<file path="src/rtl/sbs_pkg.sv">
package sbs_pkg;
    localparam int BYTE_W    = 9;
    localparam int NUM_BYTES = 2;
    localparam int WORD_W    = BYTE_W * NUM_BYTES;
    localparam int BEAT_W    = 2;

    typedef enum logic [1:0] {
        ST_IDLE  = 2'd0,
        ST_READ  = 2'd1,
        ST_WRITE = 2'd2,
        ST_SLEEP = 2'd3
    } sbs_state_e;
endpackage

</file>
<file path="src/rtl/sbs_burst_seq.sv">
module sbs_burst_seq #(
    parameter int ADDR_W = 6
) (
    input  logic              clk,
    input  logic              rst,
    input  logic              load,
    input  logic              step,
    input  logic              linear,
    input  logic [ADDR_W-1:0] ld_addr,
    output logic [ADDR_W-1:0] eff_addr
);
    import sbs_pkg::*;

    logic [ADDR_W-1:0] base_q, base_e;
    logic [BEAT_W-1:0] cnt_q, cnt_e, low_e;

    always_comb begin
        base_e = load ? ld_addr : base_q;
        if (load)      cnt_e = '0;
        else if (step) cnt_e = BEAT_W'(cnt_q + 1'b1);
        else           cnt_e = cnt_q;
        low_e    = linear ? BEAT_W'(base_e[BEAT_W-1:0] + cnt_e)
                          : (base_e[BEAT_W-1:0] ^ cnt_e);
        eff_addr = {base_e[ADDR_W-1:BEAT_W], low_e};
    end

    always_ff @(posedge clk) begin
        if (rst) begin
            base_q <= '0;
            cnt_q  <= '0;
        end else begin
            base_q <= base_e;
            cnt_q  <= cnt_e;
        end
    end

    // a beat that neither loads nor steps repeats the previous address
    assert_suspend_repeat_R3: assert property (@(posedge clk) disable iff (rst)
        (!load && !step && !$past(rst) && $stable(linear)) |-> (eff_addr == $past(eff_addr)));
endmodule

</file>
<file path="src/rtl/sbs_mem_array.sv">
module sbs_mem_array #(
    parameter int ADDR_W = 6
) (
    input  logic                           clk,
    input  logic [sbs_pkg::NUM_BYTES-1:0]  wr_mask,
    input  logic [ADDR_W-1:0]              wr_addr,
    input  logic [sbs_pkg::WORD_W-1:0]     wr_data,
    input  logic [ADDR_W-1:0]              rd_addr,
    output logic [sbs_pkg::WORD_W-1:0]     rd_data
);
    import sbs_pkg::*;
    localparam int DEPTH = 1 << ADDR_W;

    logic [WORD_W-1:0] store [DEPTH];

    for (genvar b = 0; b < NUM_BYTES; b++) begin : g_lane
        always_ff @(posedge clk) begin
            if (wr_mask[b])
                store[wr_addr][b*BYTE_W +: BYTE_W] <= wr_data[b*BYTE_W +: BYTE_W];
        end
    end

    assign rd_data = store[rd_addr];
endmodule

</file>
<file path="src/rtl/sbs_rd_path.sv">
module sbs_rd_path #(
    parameter int ADDR_W = 6
) (
    input  logic                       clk,
    input  logic                       rst,
    input  logic                       sleep,
    input  logic                       rd_req,
    input  logic [ADDR_W-1:0]          req_addr,
    input  logic                       pipe_mode,
    input  logic                       oe,
    input  logic [sbs_pkg::WORD_W-1:0] mem_data,
    output logic [ADDR_W-1:0]          rd_addr_q,
    output logic [sbs_pkg::WORD_W-1:0] dq_out,
    output logic                       dq_valid
);
    import sbs_pkg::*;

    logic              rd_valid_q, pipe_valid_q, src_valid;
    logic [WORD_W-1:0] pipe_data_q;

    always_ff @(posedge clk) begin
        if (rst) begin
            rd_addr_q    <= '0;
            rd_valid_q   <= 1'b0;
            pipe_valid_q <= 1'b0;
            pipe_data_q  <= '0;
        end else begin
            if (rd_req) rd_addr_q <= req_addr;
            rd_valid_q   <= rd_req;
            pipe_valid_q <= rd_valid_q && !sleep;
            pipe_data_q  <= mem_data;
        end
    end

    always_comb begin
        src_valid = pipe_mode ? pipe_valid_q : rd_valid_q;
        dq_valid  = oe && !sleep && src_valid;
        dq_out    = dq_valid ? (pipe_mode ? pipe_data_q : mem_data) : '0;
    end

    // a flow-through read turns into pending pipelined data one edge later
    assert_pipe_follow_R7: assert property (@(posedge clk) disable iff (rst)
        (rd_valid_q && !sleep) |=> pipe_valid_q);
    // a sleep edge never leaves a read pending
    assert_sleep_clears_R10: assert property (@(posedge clk) disable iff (rst)
        sleep |=> !rd_valid_q);
endmodule

</file>
<file path="src/rtl/sbs_sram.sv">
module sbs_sram #(
    parameter int ADDR_W = 6
) (
    input  logic              clk,
    input  logic              rst,
    input  logic              ce1_n,
    input  logic              ce2,
    input  logic              ce3_n,
    input  logic              ld_proc,
    input  logic              ld_ctrl,
    input  logic              adv,
    input  logic [ADDR_W-1:0] addr,
    input  logic              gwr,
    input  logic              bwr,
    input  logic [1:0]        bsel,
    input  logic [17:0]       din,
    input  logic              linear,
    input  logic              pipe_mode,
    input  logic              oe,
    input  logic              sleep,
    output logic [17:0]       dq_out,
    output logic              dq_valid
);
    import sbs_pkg::*;

    sbs_state_e           state, state_nxt;
    logic                 selected, strobe, wr_req;
    logic                 load, step, access, is_wr, rd_req;
    logic [NUM_BYTES-1:0] wr_mask;
    logic [ADDR_W-1:0]    eff_addr, rd_addr_q;
    logic [WORD_W-1:0]    mem_data;

    assign selected = !ce1_n && ce2 && !ce3_n;
    assign strobe   = ld_proc || ld_ctrl;
    assign wr_req   = gwr || (bwr && (|bsel));

    // state register
    always_ff @(posedge clk) begin
        if (rst) state <= ST_IDLE;
        else     state <= state_nxt;
    end

    // next state and access decode
    always_comb begin
        state_nxt = state;
        load      = 1'b0;
        step      = 1'b0;
        access    = 1'b0;
        is_wr     = 1'b0;
        if (sleep) begin
            state_nxt = ST_SLEEP;
        end else if (strobe) begin
            if (selected) begin
                load      = 1'b1;
                access    = 1'b1;
                is_wr     = !ld_proc && wr_req;
                state_nxt = is_wr ? ST_WRITE : ST_READ;
            end else begin
                state_nxt = ST_IDLE;
            end
        end else begin
            unique case (state)
                ST_READ, ST_WRITE: begin
                    access    = 1'b1;
                    step      = adv;
                    is_wr     = wr_req;
                    state_nxt = is_wr ? ST_WRITE : ST_READ;
                end
                ST_IDLE, ST_SLEEP: state_nxt = ST_IDLE;
            endcase
        end
    end

    // outputs of the FSM towards the datapath
    always_comb begin
        if (!is_wr)    wr_mask = '0;
        else if (gwr)  wr_mask = '1;
        else           wr_mask = bsel;
        rd_req = access && !is_wr;
    end

    sbs_burst_seq #(.ADDR_W(ADDR_W)) u_seq (
        .clk(clk), .rst(rst), .load(load), .step(step), .linear(linear),
        .ld_addr(addr), .eff_addr(eff_addr)
    );

    sbs_mem_array #(.ADDR_W(ADDR_W)) u_mem (
        .clk(clk), .wr_mask(wr_mask), .wr_addr(eff_addr), .wr_data(din),
        .rd_addr(rd_addr_q), .rd_data(mem_data)
    );

    sbs_rd_path #(.ADDR_W(ADDR_W)) u_rd (
        .clk(clk), .rst(rst), .sleep(sleep), .rd_req(rd_req), .req_addr(eff_addr),
        .pipe_mode(pipe_mode), .oe(oe), .mem_data(mem_data), .rd_addr_q(rd_addr_q),
        .dq_out(dq_out), .dq_valid(dq_valid)
    );

    // a processor-side load is always a read
    assert_proc_read_R2: assert property (@(posedge clk) disable iff (rst)
        (ld_proc && selected && !sleep) |=> (state == ST_READ));
    // a strobe while deselected ends in idle
    assert_deselect_R1: assert property (@(posedge clk) disable iff (rst)
        (strobe && !selected && !sleep) |=> (state == ST_IDLE));
    // any memory write is recorded as a write beat
    assert_wr_state_R8: assert property (@(posedge clk) disable iff (rst)
        (|wr_mask) |=> (state == ST_WRITE));
    // sleep blocks every write
    assert_sleep_no_write_R10: assert property (@(posedge clk) disable iff (rst)
        sleep |-> (wr_mask == '0));
endmodule

</file>
<file path="config.mk">
export PLATFORM = sky130hd
export DESIGN_NAME = sbs_sram
export DESIGN_NICKNAME = d
export VERILOG_FILES = /design/src/rtl/sbs_pkg.sv /design/src/rtl/sbs_burst_seq.sv /design/src/rtl/sbs_mem_array.sv /design/src/rtl/sbs_rd_path.sv /design/src/rtl/sbs_sram.sv
export SDC_FILE = /design/constraint.sdc
export NUM_CORES = 1
export LEC_CHECK = 0
export CAP_MARGIN = 25
export CORE_MARGIN = 3
export CORE_UTILIZATION = 35
export DETAILED_ROUTE_END_ITERATION = 7
export DONT_BUFFER_PORTS = 1
export GPL_ROUTABILITY_DRIVEN = 0
export GPL_TIMING_DRIVEN = 0
export SYNTH_ARGS = -nofsm -noshare
export SYNTH_HDL_FRONTEND = slang
export SYNTH_HIERARCHICAL = 1
export SYNTH_SLANG_ARGS = --single-unit
</file>
<file path="constraint.sdc">
create_clock -name clk -period 6.1 [get_ports clk]
set_input_delay 0.305 -clock clk [delete_from_list [all_inputs] [get_ports clk]]
set_output_delay 0.305 -clock clk [all_outputs]
set_load 0.02 [all_outputs]
</file>
==> impl_metrics.py <==
metrics = {
    "status": {
        "run_status": "completed",
    },
    "global_routing": {
        "grt_pass1_vias": 23600,
        "grt_overflow": 0,
        "antenna_found_initial": 1,
        "grt_pass1_wl_um": 177000,
        "grt_usage_pct": 18.3,
        "grt_start_max_net_pins": 65,
    },
    "floorplanning": {
        "start_util_pct": 35.5,
        "fp.dieArea_mm2": 0.136,
        "die_x_um": 369,
        "die_h_um": 369,
        "core_mm2": 0.130,
        "ioPinCount": 59,
        "row_count": 132,
    },
    "layout": {
        "fin_nets": 2397,
        "multiInputGateArea_mm2": 0.0100,
        "fill_cells": 11400,
        "seqCellArea_mm2": 0.0353,
        "syn_to_final_growth_pct": 15.1,
        "layout-drive-gt1-share_pct": 23.9,
    },
    "clock_tree": {
        "cts_root_buf": "clkbuf_16",
        "cts_sinks": 1188,
        "cts_buffer_depth": 3,
        "cts_tree": "done",
        "clk_latency_ps": 700,
        "cts-hold-fix-buffers": 48,
        "h-tree-depth": 3,
        "postCtsSetupBuffers": 0,
        "post_cts_resized": 0,
        "cts_buffers": 115,
        "clk_pin_slew_ps": 60,
    },
    "setup_path": {
        "endpoint_kind": "output port",
        "crit_arrival_ps": 4910,
        "reg2reg_to": "u_mem/store[50][4]",
        "r2r_slack_ps": 1430,
        "critical_path_class": "flop to output port",
        "reg2regPathDepth": 13,
        "r2r-start": "state[1]",
        "critPathMaxFanout": 10,
        "crit_path_start_kind": "flop",
        "worstPathRequired_ps": 5790,
    },
    "worst_hold_path": {
        "min_from": "addr[3]",
        "hp-class": "input port to flop",
        "whs_path_depth": 4,
        "hold_end": "u_rd/rd_addr_q[3]",
    },
    "logic_synthesis": {
        "synthAdderAreaFrac_pct": 0.0271,
        "synth_top_family_by_area": "multiplexers",
        "synth.area.mux_share_pct": 15.7,
        "synthCells": 2159,
        "synthesis.nets": 2200,
        "ys_types": 56,
        "synthSimpleGateAreaFrac_pct": 3.64,
        "synth_flop_cell": "edfxtp_1",
        "yosys_warnings": 6,
        "netlist_top_cells_area": "edfxtp_1, mux4_2, dfxtp_1, mux2i_1, nor2_1",
        "ys_ff_latch": 1188,
        "yosysTopAreaCellShare_pct": 75.0,
        "synth_xor_area_share_pct": 0.114,
        "synth_top_area_cell": "edfxtp_1",
        "synth_area_mm2": 0.0461,
        "synth_compound_area_share_pct": 2.27,
        "synth_edf_count": 1152,
        "yosysSeqAreaShare_pct": 76.5,
        "synth_area_per_cell_um2": 21.4,
        "synthArstFlopShare_pct": 0,
    },
    "timing": {
        "worst_pin_slew_ps": 1150,
        "period_minus_slack_ps": 5210,
        "setup_tns_ps": 0,
        "finalMaxSlewViolations": 0,
        "hold_violations": 0,
        "rsz0062_at_grt": "no",
        "finalSetupViolCount": 0,
        "skew_ps": 32.2,
        "relSlewSlack_pct": 23.6,
        "post-route-period-util_pct": 85.4,
        "max_clock_freq_mhz": 192,
    },
    "routing": {
        "ant_nets": 0,
        "first_pass_iters": 8,
        "wire_per_inst_um": 30.1,
        "via_per_inst": 5.59,
        "drtIter0Drc": 2910,
        "wl_um": 126000,
        "drc": 0,
        "vias": 23500,
    },
    "power": {
        "vdd.ir_drop.worst_mv": 0.225,
        "p_leak_uw": 0.0159,
        "powerDensity_mw_per_mm2": 306,
        "totalPowerFinal_uw": 16300,
    },
    "job": {
        "maxCapViolations": 0,
    },
    "placed_design": {
        "dp_hpwl_um": 84000,
        "io_buffer_count": 0,
    },
}
==> where the power goes <==
group          leakage (µW)  internal [µW]  switching (µW)
Clock               0.00180           3940            3000
Sequential           0.0106           8950            2.92
Combinational       0.00341            107             251
Total                0.0159          13000            3260
==> worst max-delay path by stage <==
| stage | startpoint | to | depth (start not counted) |
|---|---|---|---|
| 5_1_grt | u_rd/rd_addr_q[1] | dq_out[7] | 11 |
| 2_1_floorplan | ce1_n | u_mem/store[26][0] | 13 |
| 3_5_place_dp | ce1_n | u_mem/store[58][2] | 14 |
| 6_report | u_rd/rd_addr_q[1] | dq_out[4] | 11 |
| 3_3_place_gp | ce1_n | u_mem/store[26][12] | 13 |
| 4_1_cts | u_rd/rd_addr_q[4] | dq_out[7] | 7 |
==> worst max-delay path, cell delays in order (launching register included) <==
cell and delay [ps]:
dfxtp_1 340, buf_2 300, buf_2 490, nand3b_1 370, clkbuf_1 750, o22ai_1 270
nor2_1 440, nand3_1 220, o41ai_1 130, buf_2 260, mux2i_1 90, nor3_1 530
==> cell usage in the layout (no fill, tap or decap), drive strengths merged, types with 8 or more instances in the layout <==
cell type       n
edfxtp       1152
mux4          285
clkbuf        189
nor2          166
buf           122
mux2i          67
o22ai          62
clkinv         57
nor2b          43
dfxtp          36
nand3          31
dlygate4sd3    30
nand2          28
nor3           20
nand4          15
o221ai         15
o41ai          15
a22oi          12
bufinv         11
nand3b          9
a211oi          8
o22a            8
inv             8
==> cells in the mapped netlist (24+ instances only) <==
master / instances
buf_6: 24
clkbuf_1: 49
buf_2: 32
nor2b_1: 42
nand2_1: 28
nor2_1: 165
mux2i_1: 65
mux4_2: 268
nand3_1: 31
edfxtp_1: 1152
o22ai_1: 62
dfxtp_1: 36
==> cells by family after synthesis <==
group           after synthesis
buf+inv                     128
simple gates                338
fa+ha+maj                     1
xor+xnor                      6
mux                         357
compound gates              141
flops                      1188
==> flip-flops by register name, summed over array words and instances (netlist names) <==
name / cells
u_rd/rd_valid_q: 1
u_rd/pipe_valid_q: 1
u_seq/base_q: 6
u_rd/rd_addr_q: 6
u_rd/pipe_data_q: 18
u_seq/cnt_q: 2
state: 2
u_mem/store: 1152
==> per-layer routing <==
metal	vias to the layer above	wire length [µm]	GRT usage [%]
li1	9447	-	-
met1	12500	49400	24.6
met2	1277	60800	30.0
met3	202	12100	4.00
met4	0	4020	5.67
met5	-	0	0
==> layout make-up <==
type | count | area share, %
inverter | 2 | 0.0141
buffer | 126 | 1.48
multi-input combinational | 843 | 18.9
clock buffer | 135 | 5.60
antenna | 1 | 0.00471
timing repair buffer | 80 | 2.14
tap | 1742 | 4.10
sequential | 1188 | 66.5
clock inverter | 77 | 1.29
==> metrics by stage <==
step	std cells	cell area [µm²]	worst slack (ps)	hold slack, ps	utilization (%)
after floorplan	2159	46100	2600	369	-
after global placement	3901	48300	1170	373	37.1
after detailed placement	3916	48500	1230	374	37.3
after CTS	4176	53000	877	2.98	40.7
after global routing	4193	53100	853	55.0	40.8
final	4194	53100	888	57.0	40.8
No activity file was read; power rests on OpenSTA's default activity.
